===== config.mk =====
export PLATFORM = sky130hd
export DESIGN_NAME = serial_eeprom_target
export DESIGN_NICKNAME = d
export VERILOG_FILES = /design/src/rtl/sep_pkg.sv /design/src/rtl/sep_sync.sv /design/src/rtl/sep_store.sv /design/src/rtl/sep_ctrl.sv /design/src/rtl/serial_eeprom_target.sv
export SDC_FILE = /design/constraint.sdc
export NUM_CORES = 2
export LEC_CHECK = 0
export BUFFER_PORTS_ARGS = -buffer_cell sky130_fd_sc_hd__clkbuf_2
export CAP_MARGIN = 20
export CORE_MARGIN = 2
export CORE_UTILIZATION = 59
export CTS_CLUSTER_DIAMETER = 120
export DETAILED_ROUTE_END_ITERATION = 10
export GPL_ROUTABILITY_DRIVEN = 0
export PLACE_DENSITY = 0.76
export SLEW_MARGIN = 20
export SYNTH_ARGS = -nofsm -noshare
export SYNTH_HDL_FRONTEND = slang
export SYNTH_SLANG_ARGS = --single-unit

===== constraint.sdc =====
create_clock -name clk -period 6.77 [get_ports clk]
set_input_delay 0.677 -clock clk [delete_from_list [all_inputs] [get_ports clk]]
set_output_delay 0.677 -clock clk [all_outputs]
set_load 0.1 [all_outputs]

===== src/rtl/sep_pkg.sv =====
package sep_pkg;

    typedef enum logic [2:0] {
        ST_IDLE,
        ST_CMD,
        ST_RD,
        ST_WD,
        ST_DONE,
        ST_PROG,
        ST_READY
    } sep_state_e;

    // two-bit op code following the start bit
    localparam logic [1:0] OP_EXT   = 2'b00;
    localparam logic [1:0] OP_WRITE = 2'b01;
    localparam logic [1:0] OP_READ  = 2'b10;
    localparam logic [1:0] OP_ERASE = 2'b11;

    // extended command selector: top two address bits
    localparam logic [1:0] EX_LOCK  = 2'b00;
    localparam logic [1:0] EX_FILL  = 2'b01;
    localparam logic [1:0] EX_WIPE  = 2'b10;
    localparam logic [1:0] EX_OPEN  = 2'b11;

endpackage


===== src/rtl/sep_sync.sv =====
module sep_sync #(
    parameter int W      = 3,
    parameter int STAGES = 2
) (
    input  logic         clk,
    input  logic         rst_n,
    input  logic [W-1:0] in_i,
    output logic [W-1:0] out_o
);
    logic [W-1:0] stage_q [STAGES];

    for (genvar s = 0; s < STAGES; s++) begin : g_stage
        always_ff @(posedge clk or negedge rst_n) begin
            if (!rst_n) begin
                stage_q[s] <= '0;
            end else if (s == 0) begin
                stage_q[s] <= in_i;
            end else begin
                stage_q[s] <= stage_q[(s == 0) ? 0 : s-1];
            end
        end
    end

    assign out_o = stage_q[STAGES-1];
endmodule


===== src/rtl/sep_store.sv =====
module sep_store #(
    parameter int AW = 6,
    parameter int DW = 16
) (
    input  logic          clk,
    input  logic          rst_n,
    input  logic          wr_i,
    input  logic          wr_all_i,
    input  logic [AW-1:0] wr_addr_i,
    input  logic [DW-1:0] wr_data_i,
    input  logic [AW-1:0] rd_addr_i,
    output logic [DW-1:0] rd_data_o
);
    localparam int WORDS = 1 << AW;

    logic [WORDS*DW-1:0] flat;

    for (genvar i = 0; i < WORDS; i++) begin : g_word
        logic [DW-1:0] cell_q;
        logic          hit;

        assign hit = wr_i && (wr_all_i || (wr_addr_i == AW'(i)));

        always_ff @(posedge clk or negedge rst_n) begin
            if (!rst_n) begin
                cell_q <= '1;
            end else if (hit) begin
                cell_q <= wr_data_i;
            end
        end

        assign flat[i*DW +: DW] = cell_q;
    end

    assign rd_data_o = flat[rd_addr_i*DW +: DW];
endmodule


===== src/rtl/sep_ctrl.sv =====
module sep_ctrl
    import sep_pkg::*;
#(
    parameter int AW          = 6,
    parameter int DW          = 16,
    parameter int PROG_CYCLES = 40
) (
    input  logic          clk,
    input  logic          rst_n,
    input  logic          cs_s_i,
    input  logic          sk_rise_i,
    input  logic          di_s_i,
    input  logic [DW-1:0] rd_data_i,
    output logic [AW-1:0] rd_addr_o,
    output logic          mem_wr_o,
    output logic          mem_all_o,
    output logic [AW-1:0] mem_addr_o,
    output logic [DW-1:0] mem_data_o,
    output logic          do_o,
    output logic          do_oe_o,
    output logic          we_o,
    output logic          busy_o
);
    localparam int HW  = 2 + AW;
    localparam int CW  = $clog2(HW + DW);
    localparam int OCW = $clog2(DW + 1);
    localparam int PW  = $clog2(PROG_CYCLES + 1);

    typedef struct packed {
        sep_state_e     st;
        logic [CW-1:0]  bitcnt;
        logic [HW-1:0]  hdr;
        logic [DW-1:0]  wd;
        logic [AW-1:0]  addr;
        logic [DW-1:0]  osh;
        logic           obit;
        logic [OCW-1:0] ocnt;
        logic           we;
        logic           armed;
        logic           job_all;
        logic [DW-1:0]  job_data;
        logic [PW-1:0]  pcnt;
        logic           mwr;
    } ctrl_t;

    ctrl_t         q, d;
    logic [HW-1:0] hdr_full;
    logic [1:0]    full_op;
    logic [1:0]    full_ext;
    logic [AW-1:0] full_addr;
    logic [DW-1:0] wd_full;
    logic [DW-1:0] word;

    assign hdr_full  = {q.hdr[HW-2:0], di_s_i};
    assign full_op   = hdr_full[HW-1:HW-2];
    assign full_addr = hdr_full[AW-1:0];
    assign full_ext  = hdr_full[AW-1:AW-2];
    assign wd_full   = {q.wd[DW-2:0], di_s_i};
    assign word      = (q.ocnt == OCW'(DW)) ? rd_data_i : q.osh;

    always_comb begin
        d     = q;
        d.mwr = 1'b0;
        unique case (q.st)
            ST_IDLE: begin
                if (sk_rise_i && di_s_i) begin
                    d.st     = ST_CMD;
                    d.bitcnt = '0;
                end
            end
            ST_CMD: begin
                if (!cs_s_i) begin
                    d.st = ST_IDLE;
                end else if (sk_rise_i) begin
                    d.hdr    = hdr_full;
                    d.bitcnt = q.bitcnt + 1'b1;
                    if (q.bitcnt == CW'(HW - 1)) begin
                        d.bitcnt = '0;
                        d.armed  = 1'b0;
                        d.addr   = full_addr;
                        d.st     = ST_DONE;
                        unique case (full_op)
                            OP_READ: begin
                                d.st   = ST_RD;
                                d.osh  = rd_data_i;
                                d.obit = 1'b0;
                                d.ocnt = '0;
                            end
                            OP_WRITE: begin
                                d.st      = ST_WD;
                                d.job_all = 1'b0;
                            end
                            OP_ERASE: begin
                                d.armed    = q.we;
                                d.job_all  = 1'b0;
                                d.job_data = '1;
                            end
                            default: begin
                                unique case (full_ext)
                                    EX_FILL: begin
                                        d.st      = ST_WD;
                                        d.job_all = 1'b1;
                                    end
                                    EX_WIPE: begin
                                        d.armed    = q.we;
                                        d.job_all  = 1'b1;
                                        d.job_data = '1;
                                    end
                                    EX_OPEN: d.we = 1'b1;
                                    default: d.we = 1'b0;
                                endcase
                            end
                        endcase
                    end
                end
            end
            ST_WD: begin
                if (!cs_s_i) begin
                    d.st = ST_IDLE;
                end else if (sk_rise_i) begin
                    d.wd     = wd_full;
                    d.bitcnt = q.bitcnt + 1'b1;
                    if (q.bitcnt == CW'(DW - 1)) begin
                        d.st       = ST_DONE;
                        d.armed    = q.we;
                        d.job_data = wd_full;
                    end
                end
            end
            ST_RD: begin
                if (!cs_s_i) begin
                    d.st = ST_IDLE;
                end else if (sk_rise_i) begin
                    d.obit = word[DW-1];
                    d.osh  = {word[DW-2:0], 1'b0};
                    if (q.ocnt == OCW'(DW)) begin
                        d.addr = q.addr + 1'b1;
                        d.ocnt = OCW'(1);
                    end else begin
                        d.ocnt = q.ocnt + 1'b1;
                    end
                end
            end
            ST_DONE: begin
                if (!cs_s_i) begin
                    if (q.armed) begin
                        d.st   = ST_PROG;
                        d.mwr  = 1'b1;
                        d.pcnt = PW'(PROG_CYCLES - 1);
                    end else begin
                        d.st = ST_IDLE;
                    end
                    d.armed = 1'b0;
                end
            end
            ST_PROG: begin
                if (q.pcnt == '0) begin
                    d.st = cs_s_i ? ST_READY : ST_IDLE;
                end else begin
                    d.pcnt = q.pcnt - 1'b1;
                end
            end
            ST_READY: begin
                if (!cs_s_i) begin
                    d.st = ST_IDLE;
                end else if (sk_rise_i && di_s_i) begin
                    d.st     = ST_CMD;
                    d.bitcnt = '0;
                end
            end
            default: d.st = ST_IDLE;
        endcase
    end

    always_ff @(posedge clk or negedge rst_n) begin
        if (!rst_n) begin
            q    <= '0;
            q.st <= ST_IDLE;
        end else begin
            q <= d;
        end
    end

    assign rd_addr_o  = (q.st == ST_CMD) ? full_addr : q.addr + 1'b1;
    assign mem_wr_o   = q.mwr;
    assign mem_all_o  = q.job_all;
    assign mem_addr_o = q.addr;
    assign mem_data_o = q.job_data;
    assign do_oe_o    = cs_s_i && (q.st == ST_RD || q.st == ST_PROG || q.st == ST_READY);
    assign do_o       = (q.st == ST_RD) ? q.obit : (q.st == ST_READY);
    assign we_o       = q.we;
    assign busy_o     = (q.st == ST_PROG);
endmodule


===== src/rtl/serial_eeprom_target.sv =====
module serial_eeprom_target #(
    parameter int AW          = 6,
    parameter int DW          = 16,
    parameter int PROG_CYCLES = 40
) (
    input  logic clk,
    input  logic rst_n,
    input  logic cs_i,
    input  logic sk_i,
    input  logic di_i,
    output logic do_o,
    output logic do_oe_o
);
    logic [2:0]    pins_s;
    logic          cs_s, sk_s, di_s;
    logic          sk_p_q;
    logic          sk_rise;
    logic [AW-1:0] rd_addr;
    logic [DW-1:0] rd_data;
    logic          mem_wr, mem_all;
    logic [AW-1:0] mem_addr;
    logic [DW-1:0] mem_data;
    logic          we_lat, busy;

    sep_sync #(.W(3), .STAGES(2)) u_sync (
        .clk   (clk),
        .rst_n (rst_n),
        .in_i  ({cs_i, sk_i, di_i}),
        .out_o (pins_s)
    );

    assign {cs_s, sk_s, di_s} = pins_s;

    always_ff @(posedge clk or negedge rst_n) begin
        if (!rst_n) sk_p_q <= 1'b0;
        else        sk_p_q <= sk_s;
    end

    assign sk_rise = sk_s && !sk_p_q && cs_s;

    sep_ctrl #(.AW(AW), .DW(DW), .PROG_CYCLES(PROG_CYCLES)) u_ctrl (
        .clk       (clk),
        .rst_n     (rst_n),
        .cs_s_i    (cs_s),
        .sk_rise_i (sk_rise),
        .di_s_i    (di_s),
        .rd_data_i (rd_data),
        .rd_addr_o (rd_addr),
        .mem_wr_o  (mem_wr),
        .mem_all_o (mem_all),
        .mem_addr_o(mem_addr),
        .mem_data_o(mem_data),
        .do_o      (do_o),
        .do_oe_o   (do_oe_o),
        .we_o      (we_lat),
        .busy_o    (busy)
    );

    sep_store #(.AW(AW), .DW(DW)) u_store (
        .clk       (clk),
        .rst_n     (rst_n),
        .wr_i      (mem_wr),
        .wr_all_i  (mem_all),
        .wr_addr_i (mem_addr),
        .wr_data_i (mem_data),
        .rd_addr_i (rd_addr),
        .rd_data_o (rd_data)
    );
endmodule


==> summary.txt <==
Floorplanning
  • Starting density of the core: 0.5934
  • Row count: 112
  • Die Height: 309.7 um
  • Die ar.: 95910 um2
  • Core area: 92910 um2
  • # IOs: 7
  • Die W: 309.7 um

Worst setup path
  • Crit-path slowest cell: dfrtp_4
  • Worst setup EP type: flip-flop
  • Critical Path Source: u_ctrl.mem_addr_o[0]
  • Worst setup SP type: flip-flop
  • CP Cell Sequence: clkinv_1 > ha_1 > buf_4 > a21o_4 > buf_4 > nand3_1 > a311oi_1 > and4b_1 > o211ai_1 > or3_1
  • Levels on crit path: 10
  • CP top delay family: compound AO/OA/AOI/OAI gates
  • Most Frequent Cell on Critical Path: buf_4
  • CP max FO: 65
  • Crit Reg-Reg Startpoint: u_ctrl.mem_addr_o[0]
  • CP endpoint: u_ctrl.q[37]
  • Setup CP Type: flip-flop to flip-flop
  • Worst path bufs/invs: 3
  • Reg2reg setup slack: 1.39 ns
  • Req. time, crit path: 7.34 ns
  • Slowest stage delay, CP: 0.97 ns
  • Reg2reg end: u_ctrl.q[37]
  • Reg2Reg Depth: 10
  • Critical Path AT: 5.95 ns

Timing
  • Count of final setup violators: 0
  • Final setup TNS: 0 ns
  • Setup ws final: 1.392 ns
  • Final hold vios: 0
  • Clk_skew: 0.02899 ns
  • Slew @ Worst Pin: 1.158 ns
  • Max-slew violation count: 0
  • Fmax: 185.9 MHz
  • Slew headroom: 0.2280
  • Final hold slack: 0.03870 ns
  • Fin crit share: 0.7944
  • Tmin final: 5.378 ns
  • RSZ-0062 raised after global routing: no

Synth
  • Post-synth EDFFs: 0
  • Number of synthesized register bits: 1115
  • Post-Synthesis Net Count: 4772
  • Unique masters post-synth: 77
  • Sequential fraction of the synthesis area: 0.5293
  • Yosys warning count: 0
  • Top FF cell, synth: dfstp_2
  • Async SR Flop Fraction: 1.000
  • Average size of a mapped cell: 11.61 um2
  • Post-synthesis cell area: 55140 um2
  • Gate Count Post-Synth: 4750

Run status
  • Status: completed

Placed design
  • Port bufs: 6
  • Placed insts: 5686
  • HPWL Detailed: 92.24 mm
  • DP Worst Slack: 1.665 ns

CTS
  • Post-CTS Setup Inserts: 0
  • CTS H-tree depth: 3
  • CTS Sinks: 1115
  • CTS tree: done
  • CTS Buf Count: 115
  • CTS Root Cell: clkbuf_16
  • CTS Hold Bufs: 0
  • Clock buffer depth: 3
  • Post-CTS sizing: 0
  • Clock-pin slew on the worst setup and hold paths: 0.06 ns
  • Clk_lat worst skew: 0.72 ns

Routing
  • Drt first pass iters: 7
  • First-iteration detailed-routing DRC count: 4542
  • DR vias: 39090
  • Number of routed nets with antenna violations: 0
  • DR DRC count: 0
  • DR vias/cell: 6.623
  • Final wirelength: 156.9 mm
  • Wire per inst: 26.59 um

Final layout
  • Final std cells w/o fill: 5903
  • Final net count: 4571
  • Layout area overhead: 8.993%
  • Commonest non-fill, non-tap cells in the layout: mux2_2 (1029), dfstp_2 (1024), nand2_1 (694), nand3_1 (205), a21oi_1 (161)
  • Fill count: 6925
  • Layout cells sized above 1: 0.5218
  • Commonest non-fill, non-tap cell in the layout: mux2_2

Global route
  • Initial antenna violation count: 3
  • Remaining Overflow, GRT: 0
  • First-pass GRT wire length: 240.1 mm
  • Vias in the first global route: 38880
  • Largest net degree at the start of global routing: 192
  • Total GRT Usage: 0.3284

Flow run
  • Max Cap Violations: 0

Pwr
  • Cell Pwr Density: 226.0 nW/um2
  • Overall power: 13.58 mW
  • Peak VDD IR: 0.1957 mV
  • LEAKAGE: 24.01 nW

Hold path
  • Min-delay worst type: input port to async pin
state kept, by name, summed over array words and instances, names as in the netlist, 2 cells and up:
register               cells
u_sync.out_o               3
u_ctrl.mem_data_o         16
u_sync.stage_q             3
u_ctrl.full_op             2
u_ctrl.full_addr           5
u_ctrl.mem_addr_o          6
u_ctrl.q                  52
u_store.g_word.cell_q   1024
cell type report:
class	count	area (um2)	area share
Clock inverter	42	524.3	0.008724
Tap cell	1254	1569	0.02611
Inverter	66	247.7	0.004122
Timing Repair Buffer	125	1154	0.01920
Multi-Input combinational cell	3126	23980	0.3990
Clock buffer	173	3408	0.05671
Antenna cell	2	5.005	0.00008328
Sequential cell	1115	29210	0.4861
logic make-up (layout without fill, tap and decap cells):
| kind of cell | Yosys count | in the layout | synth area share |
|---|---|---|---|
| mux | 1191 | 1191 | 0.2414 |
| simple gates | 1189 | 1189 | 0.09581 |
| flops | 1115 | 1115 | 0.5293 |
| compound gates | 720 | 720 | 0.09020 |
| buf+inv | 509 | 406 | 0.03803 |
| fa+ha+maj | 17 | 17 | 0.003858 |
| xor+xnor | 9 | 9 | 0.001430 |
| other cells | 0 | 2 | 0 |
per-layer routing:
metal / part of all wire / track usage / wire [um]
met5: 0.000083 / 0 / 13
met4: 0.050 / 0.1561 / 7852
met3: 0.088 / 0.07159 / 13780
met2: 0.46 / 0.5107 / 72300
met1: 0.40 / 0.4394 / 62990
where the power goes:
part / switching (mW) / total (mW) / internal [mW]
combinational: 0.240 / 0.290 / 0.0502
clock: 2.69 / 6.57 / 3.88
sequential: 0.0152 / 6.72 / 6.70
through the flow:
stage	instance area, um2	utilization
global route	60090	0.6468
finish	60100	0.6468
CTS	60060	0.6465
detailed placement	56130	0.6041
floorplan	55140	-
global placement	56100	0.6038
cells in the mapped netlist (9+ instances only):
cell type	n	area [um2]
and4b_1	14	140.1
o21a_1	18	135.1
o21ai_0	71	355.3
nand2_1	694	2605
a21oi_1	161	805.8
clkbuf_1	307	1152
a31oi_1	11	68.82
o211ai_1	18	135.1
nand3_1	205	1026
nor2_1	119	446.7
buf_2	89	445.4
inv_1	64	240.2
nor2b_1	24	150.1
buf_1	30	112.6
mux2i_1	154	1541
a211oi_1	141	1059
o21ai_1	47	235.2
dfrtp_1	91	2277
ha_1	17	212.7
dfstp_2	1024	26910
nand4_1	16	100.1
a22o_1	24	210.2
or3_1	13	81.33
and2_1	17	106.4
a221oi_1	34	297.8
nor3_1	9	45.04
mux2_2	1029	11590
o22ai_1	34	212.7
a32oi_1	26	227.7
buf_4	14	105.1
a311oi_1	71	621.9
a32o_1	12	120.1
and3_1	33	206.5
worst min-delay path by stage:
stage,from,end,slack (ns),depth (start not counted)
finish,rst_n,u_ctrl.mem_data_o[6],0.04,1
global route,cs_i,u_sync.stage_q[5],0.07,1
CTS,sk_i,u_sync.stage_q[4],0.06,1
detailed placement,u_sync.stage_q[5],u_sync.out_o[2],0.34,0
global placement,u_sync.stage_q[3],u_sync.out_o[0],0.34,0
floorplan,u_sync.stage_q[3],u_sync.out_o[0],0.33,0
(Power assumes the default switching activity.)
